**src/rtl/irq_pkg.sv**
```systemverilog
package irq_pkg;

  typedef enum logic [1:0] {
    SEQ_IDLE = 2'd0,
    SEQ_ACK1 = 2'd1,
    SEQ_ACK2 = 2'd2
  } seq_e;

  typedef enum logic [1:0] {
    SRC_NONE = 2'd0,
    SRC_NMI  = 2'd1,
    SRC_INTR = 2'd2
  } src_e;

  // Saturating increment used by every qualifier counter.
  function automatic int unsigned sat_next(input int unsigned cur, input int unsigned lim);
    return (cur >= lim) ? lim : cur + 1;
  endfunction

  // Boundary arbitration: the edge request beats the level request.
  function automatic src_e pick_src(input logic boundary, input logic idle,
                                    input logic nmi_pend, input logic ien,
                                    input logic intr_ready);
    if (!(boundary && idle)) return SRC_NONE;
    if (nmi_pend)            return SRC_NMI;
    if (ien && intr_ready)   return SRC_INTR;
    return SRC_NONE;
  endfunction

endpackage

```
**src/rtl/irq_sync.sv**
```systemverilog
module irq_sync #(
  parameter int WIDTH  = 2,
  parameter int STAGES = 2
) (
  input  logic             clk,
  input  logic             rst_n,
  input  logic [WIDTH-1:0] d,
  output logic [WIDTH-1:0] q
);
  logic [WIDTH-1:0] stg [STAGES];

  generate
    for (genvar s = 0; s < STAGES; s++) begin : g_stage
      if (s == 0) begin : g_first
        always_ff @(posedge clk or negedge rst_n) begin
          if (!rst_n) stg[0] <= '0;
          else        stg[0] <= d;
        end
      end else begin : g_next
        always_ff @(posedge clk or negedge rst_n) begin
          if (!rst_n) stg[s] <= '0;
          else        stg[s] <= stg[s-1];
        end
      end
    end
  endgenerate

  assign q = stg[STAGES-1];
endmodule

```
**src/rtl/nmi_qual.sv**
```systemverilog
module nmi_qual
  import irq_pkg::*;
#(
  parameter int LOW_CLKS  = 4,
  parameter int HIGH_CLKS = 4
) (
  input  logic clk,
  input  logic rst_n,
  input  logic lvl,
  output logic fire_o
);
  localparam int LW = $clog2(LOW_CLKS + 1);
  localparam int HW = $clog2(HIGH_CLKS + 1);

  logic [LW-1:0] lo_cnt;
  logic [HW-1:0] hi_cnt;
  logic          armed;
  logic          arm_now;

  assign arm_now = !lvl && (lo_cnt >= LW'(LOW_CLKS - 1));
  assign fire_o  = lvl && armed && (hi_cnt == HW'(HIGH_CLKS - 1));

  always_ff @(posedge clk or negedge rst_n) begin
    if (!rst_n) begin
      lo_cnt <= '0;
      hi_cnt <= '0;
      armed  <= 1'b0;
    end else if (!lvl) begin
      hi_cnt <= '0;
      lo_cnt <= LW'(sat_next(int'(lo_cnt), LOW_CLKS));
      if (arm_now) armed <= 1'b1;
    end else begin
      lo_cnt <= '0;
      hi_cnt <= HW'(sat_next(int'(hi_cnt), HIGH_CLKS));
      if (fire_o) armed <= 1'b0;
    end
  end
endmodule

```
**src/rtl/intr_qual.sv**
```systemverilog
module intr_qual
  import irq_pkg::*;
#(
  parameter int LEAD = 2
) (
  input  logic clk,
  input  logic rst_n,
  input  logic lvl,
  output logic ready_o
);
  localparam int CW = $clog2(LEAD + 1);

  logic [CW-1:0] cnt;

  always_ff @(posedge clk or negedge rst_n) begin
    if (!rst_n)   cnt <= '0;
    else if (lvl) cnt <= CW'(sat_next(int'(cnt), LEAD));
    else          cnt <= '0;
  end

  assign ready_o = lvl && (cnt == CW'(LEAD));
endmodule

```
**src/rtl/ack_seq.sv**
```systemverilog
module ack_seq
  import irq_pkg::*;
(
  input  logic clk,
  input  logic rst_n,
  input  logic start,
  input  logic bus_done,
  output logic idle_o,
  output logic ack_req_o,
  output logic lock_o,
  output logic grab_o
);
  seq_e state, state_nx;
  logic lock_q;

  always_comb begin
    state_nx = state;
    unique case (state)
      SEQ_IDLE: if (start)    state_nx = SEQ_ACK1;
      SEQ_ACK1: if (bus_done) state_nx = SEQ_ACK2;
      SEQ_ACK2: if (bus_done) state_nx = SEQ_IDLE;
      default:                state_nx = SEQ_IDLE;
    endcase
  end

  always_ff @(posedge clk or negedge rst_n) begin
    if (!rst_n) begin
      state  <= SEQ_IDLE;
      lock_q <= 1'b0;
    end else begin
      state <= state_nx;
      if (start && state == SEQ_IDLE) lock_q <= 1'b1;
      else if (grab_o)                lock_q <= 1'b0;
    end
  end

  assign idle_o    = (state == SEQ_IDLE);
  assign ack_req_o = (state != SEQ_IDLE);
  assign lock_o    = lock_q;
  assign grab_o    = (state == SEQ_ACK2) && bus_done;
endmodule

```
**src/rtl/irq_front.sv**
```systemverilog
module irq_front
  import irq_pkg::*;
#(
  parameter int          VEC_W     = 8,
  parameter int          SYNC_STG  = 2,
  parameter int          INTR_LEAD = 2,
  parameter int          NMI_LOW   = 4,
  parameter int          NMI_HIGH  = 4,
  parameter logic [7:0]  NMI_VEC   = 8'h02
) (
  input  logic             clk,
  input  logic             rst_n,
  input  logic             intr_i,
  input  logic             nmi_i,
  input  logic             ien_i,
  input  logic             insn_end_i,
  input  logic [VEC_W-1:0] bus_d_i,
  input  logic             bus_done_i,
  output logic             ack_req_o,
  output logic             lock_o,
  output logic             vec_valid_o,
  output logic [VEC_W-1:0] vec_o
);
  // Named internal events, also observed by the bound checker.
  logic [1:0] req_s;
  logic       intr_s, nmi_s;
  logic       intr_ready;
  logic       nmi_fire;
  logic       nmi_pend;
  logic       seq_idle;
  logic       grab;
  logic       take_nmi, take_intr;
  src_e       src;

  logic [VEC_W-1:0] vec_q;
  logic             vec_valid_q;

  irq_sync #(.WIDTH(2), .STAGES(SYNC_STG)) u_sync (
    .clk(clk), .rst_n(rst_n), .d({nmi_i, intr_i}), .q(req_s)
  );
  assign intr_s = req_s[0];
  assign nmi_s  = req_s[1];

  intr_qual #(.LEAD(INTR_LEAD)) u_intr (
    .clk(clk), .rst_n(rst_n), .lvl(intr_s), .ready_o(intr_ready)
  );

  nmi_qual #(.LOW_CLKS(NMI_LOW), .HIGH_CLKS(NMI_HIGH)) u_nmi (
    .clk(clk), .rst_n(rst_n), .lvl(nmi_s), .fire_o(nmi_fire)
  );

  assign src       = pick_src(insn_end_i, seq_idle, nmi_pend, ien_i, intr_ready);
  assign take_nmi  = (src == SRC_NMI);
  assign take_intr = (src == SRC_INTR);

  ack_seq u_seq (
    .clk(clk), .rst_n(rst_n), .start(take_intr), .bus_done(bus_done_i),
    .idle_o(seq_idle), .ack_req_o(ack_req_o), .lock_o(lock_o), .grab_o(grab)
  );

  always_ff @(posedge clk or negedge rst_n) begin
    if (!rst_n) begin
      nmi_pend    <= 1'b0;
      vec_q       <= '0;
      vec_valid_q <= 1'b0;
    end else begin
      nmi_pend    <= (nmi_pend && !take_nmi) || nmi_fire;
      vec_valid_q <= take_nmi || grab;
      if (take_nmi)  vec_q <= VEC_W'(NMI_VEC);
      else if (grab) vec_q <= bus_d_i;
    end
  end

  assign vec_o       = vec_q;
  assign vec_valid_o = vec_valid_q;
endmodule

```
**config.mk**
```make
export PLATFORM = sky130hd
export DESIGN_NAME = irq_front
export DESIGN_NICKNAME = d
export VERILOG_FILES = /design/src/rtl/irq_pkg.sv /design/src/rtl/irq_sync.sv /design/src/rtl/nmi_qual.sv /design/src/rtl/intr_qual.sv /design/src/rtl/ack_seq.sv /design/src/rtl/irq_front.sv
export SDC_FILE = /design/constraint.sdc
export NUM_CORES = 1
export LEC_CHECK = 0
export ABC_CLOCK_PERIOD_IN_PS = 1750
export CORE_ASPECT_RATIO = 0.75
export CORE_MARGIN = 2
export CORE_UTILIZATION = 47
export DETAILED_ROUTE_END_ITERATION = 7
export PLACE_DENSITY = 0.75
export SLEW_MARGIN = 20
export SYNTH_ARGS = -nofsm -noshare
export SYNTH_HDL_FRONTEND = slang
export SYNTH_SLANG_ARGS = --single-unit
```
**constraint.sdc**
```tcl
create_clock -name clk -period 1.75 [get_ports clk]
set_input_delay 0.2625 -clock clk [delete_from_list [all_inputs] [get_ports clk]]
set_output_delay 0.2625 -clock clk [all_outputs]
set_load 0.02 [all_outputs]
```
# After elaboration in Yosys (flattened, before gate mapping)
# Index checks and enable logic that the tools add are counted.
[word_totals]
regBits = 26
inputBits = 15
word_cells = 76
[op_classes]
add_sub_neg = 3
n_lt_le_gt_ge = 4
n_eq_ne = 10
n_mux = 28
n_reduce_logical = 20
[ops]
columns = ["operator", "n"]
rows = [
  ["$mux 2", 11],
  ["$mux 8", 2],
  ["$mux 3", 4],
  ["$mux 1", 10],
  ["$logic_and 1x1->1", 9],
  ["$reduce_bool 2->1", 4],
  ["$add 3x1->3 const B", 2],
  ["$eq 2x2->1 const B", 3],
  ["$ge 3x3->1 const B", 2],
  ["$ne 2x2->1 const B", 3],
  ["$pmux 2 s3", 1],
  ["$eq 2x1->1 const B", 2],
  ["$eq 3x2->1 const B", 1],
  ["$ge 3x2->1 const B", 1],
  ["$reduce_and 3->1", 1],
  ["$add 2x1->2 const B", 1],
  ["$ge 2x2->1 const B", 1],
  ["$logic_not 1->1", 2],
  ["$logic_not 2->1", 1],
  ["$logic_or 1x1->1", 2],
  ["$ne 2x1->1 const B", 1],
  ["$reduce_and 2->1", 1],
]

# Depth between registers and ports, before layout
[depth]
ltp_word = 13
mapped_depth = 4
depth_no_buf = 4

# Modules after synthesis
# A second synthesis with hierarchy kept.
[unflattened]
cells_unflattened = 90
area_unflattened_um2 = 1112.3
[by_module_without_submodules]
columns = ["module", "n_inst", "cells_each", "area_per_inst_um2", "seq_area_each_um2"]
rows = [
  ["irq_front", 1, 34, 411.6, 250.2],
  ["nmi_qual", 1, 29, 362.8, 175.2],
  ["ack_seq", 1, 16, 143.9, 75.1],
  ["irq_sync", 1, 6, 115.1, 100.1],
  ["intr_qual", 1, 5, 78.8, 50.0],
]

# Least setup slack after synthesis
# OpenSTA, ideal clock, no wires.
[synth_path]
path_kind = "reg-to-reg"
startpoint = "reg u_nmi.lo_cnt[0]"
endpoint = "reg u_nmi.armed"
setup_time_ns = 0.143
t_arrival_ns = 1.207
path_slack_ns = 0.401
path_stages_with_launch = 5
n_path_buf = 0
period_less_slack_ns = 1.349
cell_sequence = "dfrtp_1 -> ha_1 -> ha_1 -> a2111oi_0 -> o22ai_1"
[synth_via]
elab_chain_cells = 4
[synth_rtl]
columns = ["element", "line_no", "source"]
rows = [
  ["from (decl)", "nmi_qual.sv:15", "logic [LW-1:0] lo_cnt;"],
  ["from (signal assigned)", "nmi_qual.sv:30", "lo_cnt <= LW'(sat_next(int'(lo_cnt), LOW_CLKS));"],
  ["$ge 3x2->1", "nmi_qual.sv:20", "assign arm_now = !lvl && (lo_cnt >= LW'(LOW_CLKS - 1));"],
  ["$logic_and 1x1->1", "nmi_qual.sv:20", ""],
  ["$reduce_bool 2->1 (no source line)", "--", ""],
  ["$reduce_and 2->1 (no source line)", "--", ""],
  ["to (signal assigned)", "nmi_qual.sv:27", "armed <= 1'b0;"],
  ["to (signal assigned)", "nmi_qual.sv:31", "if (arm_now) armed <= 1'b1;"],
  ["to (signal assigned)", "nmi_qual.sv:35", "if (fire_o) armed <= 1'b0;"],
  ["to (decl)", "nmi_qual.sv:17", "logic armed;"],
]
# Every way passes these cells.
# A chain may end at the register's enable or synchronous reset.

# Worst setup path in the final report
[layout_path]
startpoint = "reg vec_q[3], in the netlist vec_o[3]"
endpoint = "out vec_o[3]"
[layout_rtl]
columns = ["element", "line_no", "source"]
rows = [
  ["from (decl)", "irq_front.sv:35", "logic [VEC_W-1:0] vec_q;"],
  ["from (signal assigned)", "irq_front.sv:69", "if (take_nmi) vec_q <= VEC_W'(NMI_VEC);"],
  ["from (signal assigned)", "irq_front.sv:70", "else if (grab) vec_q <= bus_d_i;"],
  ["to (decl)", "irq_front.sv:22", "output logic [VEC_W-1:0] vec_o"],
]
# No word-level cell between the ends.

==> run_results.csv <==
group,metric,value,unit
status,status,"finished, violations left",
status,violations,"DRC",
worst_setup_path,r2r_start,"u_nmi.lo_cnt[0]",
worst_setup_path,cp.required,1.49,ns
floorplanning,core-area,2070,sq um
clocking,clock_insertion_delay_worst_skew,0.31,ns
floorplanning,rows,14,
yosys,synth_top_family_by_area,"simple AND/OR/NAND/NOR gates",
sta,worstMarginPinSlew,0.371,ns
flow_run,cap_violations,0,
yosys,synthAdderAreaFrac,7.08,%
yosys,synth_fp_nets,107,
yosys,async_flop_share,100,%
yosys,synth_simple_gate_area_share,13.9,%
global_routing,grt_pass1_wl,3040,um
worst_setup_path,critPathMaxStageDelay,0.61,ns
yosys,synth_cells,86,
worst_setup_path,worstPathBufferInverterCount,1,
sta,tns,0,ns
sta,hold_viol,0,
placed_design,hpwl,1370,um
clocking,clk_pin_slew,0.14,ns
power,finalPower,0.00179,W
finish,drive_gt1_share,6.09,%
worst_setup_path,cpMaxStageDelayCell,"clkdlybuf4s50_1",
floorplanning,die-height,45.1,um
power,ir_worst_vdd,0.871,mV
yosys,synth_warnings,0,
detailed_routing,avgRoutedWirePerCell,13.1,um
yosys,synth_xor_area_share,0,%
clocking,cts.sinks,26,
detailed_routing,drc,1,
worst_setup_path,r2r_setup_slack,0.28,ns
yosys,avgSynthCellArea,12.3,sq um
detailed_routing,met2_length,885,um
finish,area_delta_synth_final,29.6,%
detailed_routing,post_drt_via_cell_ratio,5.01,
clocking,clk_path_buf_depth,2,
global_routing,grt_antenna_before_repair,0,
clocking,numCtsBuffers,3,
finish,seqCellArea,651,sq um
sta,relSlewSlack,74.6,%
finish,nFillCells,159,
yosys,synth.distinct_cells,26,
detailed_routing,dr_wl_met3,105,um
sta,skew,0.0111,ns
worst_setup_path,timing.rr.end,"u_nmi.armed",
detailed_routing,drt_iter0_drc,19,
finish,final_nets,137,
finish,final_common_cell,"dfrtp_1",
yosys,synth_ff_type,"dfrtp_1",
worst_setup_path,criticalPathCategory,"flop to primary output",
worst_setup_path,start_kind,"flop",
yosys,synth_area,1060,sq um
power,cellLeakagePower,0.711,nW
sta,timing.final.crit_share,90.0,%
sta,rsz0062_at_grt,"false",
floorplanning,ios,26,
detailed_routing,routed.top_layer,"met4",
global_routing,grt_pass1_vias,719,
sta,finalMaxSlewViolations,0,
worst_setup_path,reg2regPathDepth,4,
global_routing,grtUsageTotal,15.8,%
worst_setup_path,cp_top_family,"buffers and inverters",
placed_design,placed_area,1340,sq um
power,powerDensity,1300,nW/um^2
yosys,ys_seq_area_share,61.4,%
yosys,synth-edff-count,0,
clocking,cts_setup_buffers,0,
worst_setup_path,crit_fanout,2,
finish,most-common-layout-cells,"dfrtp_1, clkdlybuf4s50_1, inv_1, mux2i_1, nor2_1",
yosys,muxShareOfSynthArea,7.56,%
detailed_routing,ant_nets,0,
placed_design,numPortBuffers,25,
clocking,htree_levels,1,
global_routing,overflow,0,
sta,setup_viol,0,
worst_setup_path,cp-end-kind,"primary output",
worst_setup_path,path_cells,"clkdlybuf4s50_1",
finish,multi_input_comb_area,363,sq um
floorplanning,die_width,58.8,um
finish,antenna_cells,0,
detailed_routing,firstDrtPassIters,6,
finish,design_area,1370,sq um
sta,fin_crit,1.57,ns
sta,max_freq,0.635,GHz
yosys,ys_seq_elements,26,
detailed_routing,met1_length,813,um
global_routing,grt_max_degree,27,
worst_hold_path,hp-class,"primary input to async pin",
detailed_routing,routed_wl,1820,um
detailed_routing,route.vias.total,696,
yosys,synth_compound_area_share,5.67,%
placed_design,routabilityCongestion,0.709,
clocking,cts_tree,"done",
worst_setup_path,worstPathArrival,1.31,ns
floorplanning,die-area,2650,sq um
clocking,root_buffer,"clkbuf_4",
floorplanning,initial_utilization,51.3,%
## cells by family after synthesis
group                      after synthesis
AOI/OAI and AO/OA                        9
DFF                                     26
muxes                                    8
adders and majority gates                6
buffers and inverters                   10
and+or+nand+nor                         27
## cell usage after synthesis, types with 2 or more instances
master | number | area [sq um]
dfrtp_1 | 26 | 651
inv_1 | 8 | 30.0
mux2i_1 | 8 | 80.1
nor2_1 | 7 | 26.3
ha_1 | 6 | 75.1
nand2_1 | 5 | 18.8
and3_1 | 3 | 18.8
a21oi_1 | 2 | 10.0
nand3b_1 | 2 | 15.0
nor3b_1 | 2 | 15.0
o21ai_0 | 2 | 10.0
## flip-flops by register name (all words and copies together), names as in the netlist
register and flops:
u_nmi.lo_cnt 3, u_nmi.hi_cnt 3, u_sync.q 2, u_intr.cnt 2, u_seq.state 2, vec_o 8
u_seq.lock_o 1, u_sync.stg 2, u_nmi.armed 1, vec_valid_o 1, nmi_pend 1
## where the power goes
part           leakage, nW  switching [W]  internal [W]
combinational        0.360       0.000307      0.000309
sequential           0.329       0.000106      0.000771
clock               0.0210       0.000168      0.000127
total                0.711       0.000580       0.00121
## metal layers
metal	track usage, %	up-vias
li1	-	343
met1	17.6	334
met4	2.73	0
met5	0	-
met3	6.02	2
met2	29.3	17
## worst max path at each step
stage	start	endpoint	depth (start not counted)
after global placement	u_seq.state[0]	ack_req_o	3
after detailed placement	u_nmi.lo_cnt[0]	u_nmi.armed	4
after CTS	u_seq.state[0]	ack_req_o	3
final	vec_o[3]	vec_o[3]	1
after floorplan	u_nmi.lo_cnt[0]	u_nmi.armed	4
after global routing	u_seq.state[0]	ack_req_o	3
## repair_timing
action,CTS,global route
resized for setup,1,0
endpoints found under the hold margin,0,0
setup endpoints to repair,1,0
hold buffers,0,0
## metrics by stage
step	cells	hold WS [ns]	setup WS (ns)	util [%]
2_1_floorplan	86	-0.0331	0.401	-
3_3_place_gp	135	0.333	0.327	64.8
3_5_place_dp	135	0.335	0.297	64.8
4_1_cts	139	0.309	0.160	66.5
5_1_grt	139	0.310	0.0836	66.5
6_report	139	0.301	0.176	66.5
## layout make-up
cell class,instances,share of cell area [%]
multi-input combinational,50,26.4
timing repair buffer,27,19.2
sequential,26,47.4
tap,24,2.19
clock buffer,4,2.64
inverter,8,2.19
Power figures use the tool's default switching activity.
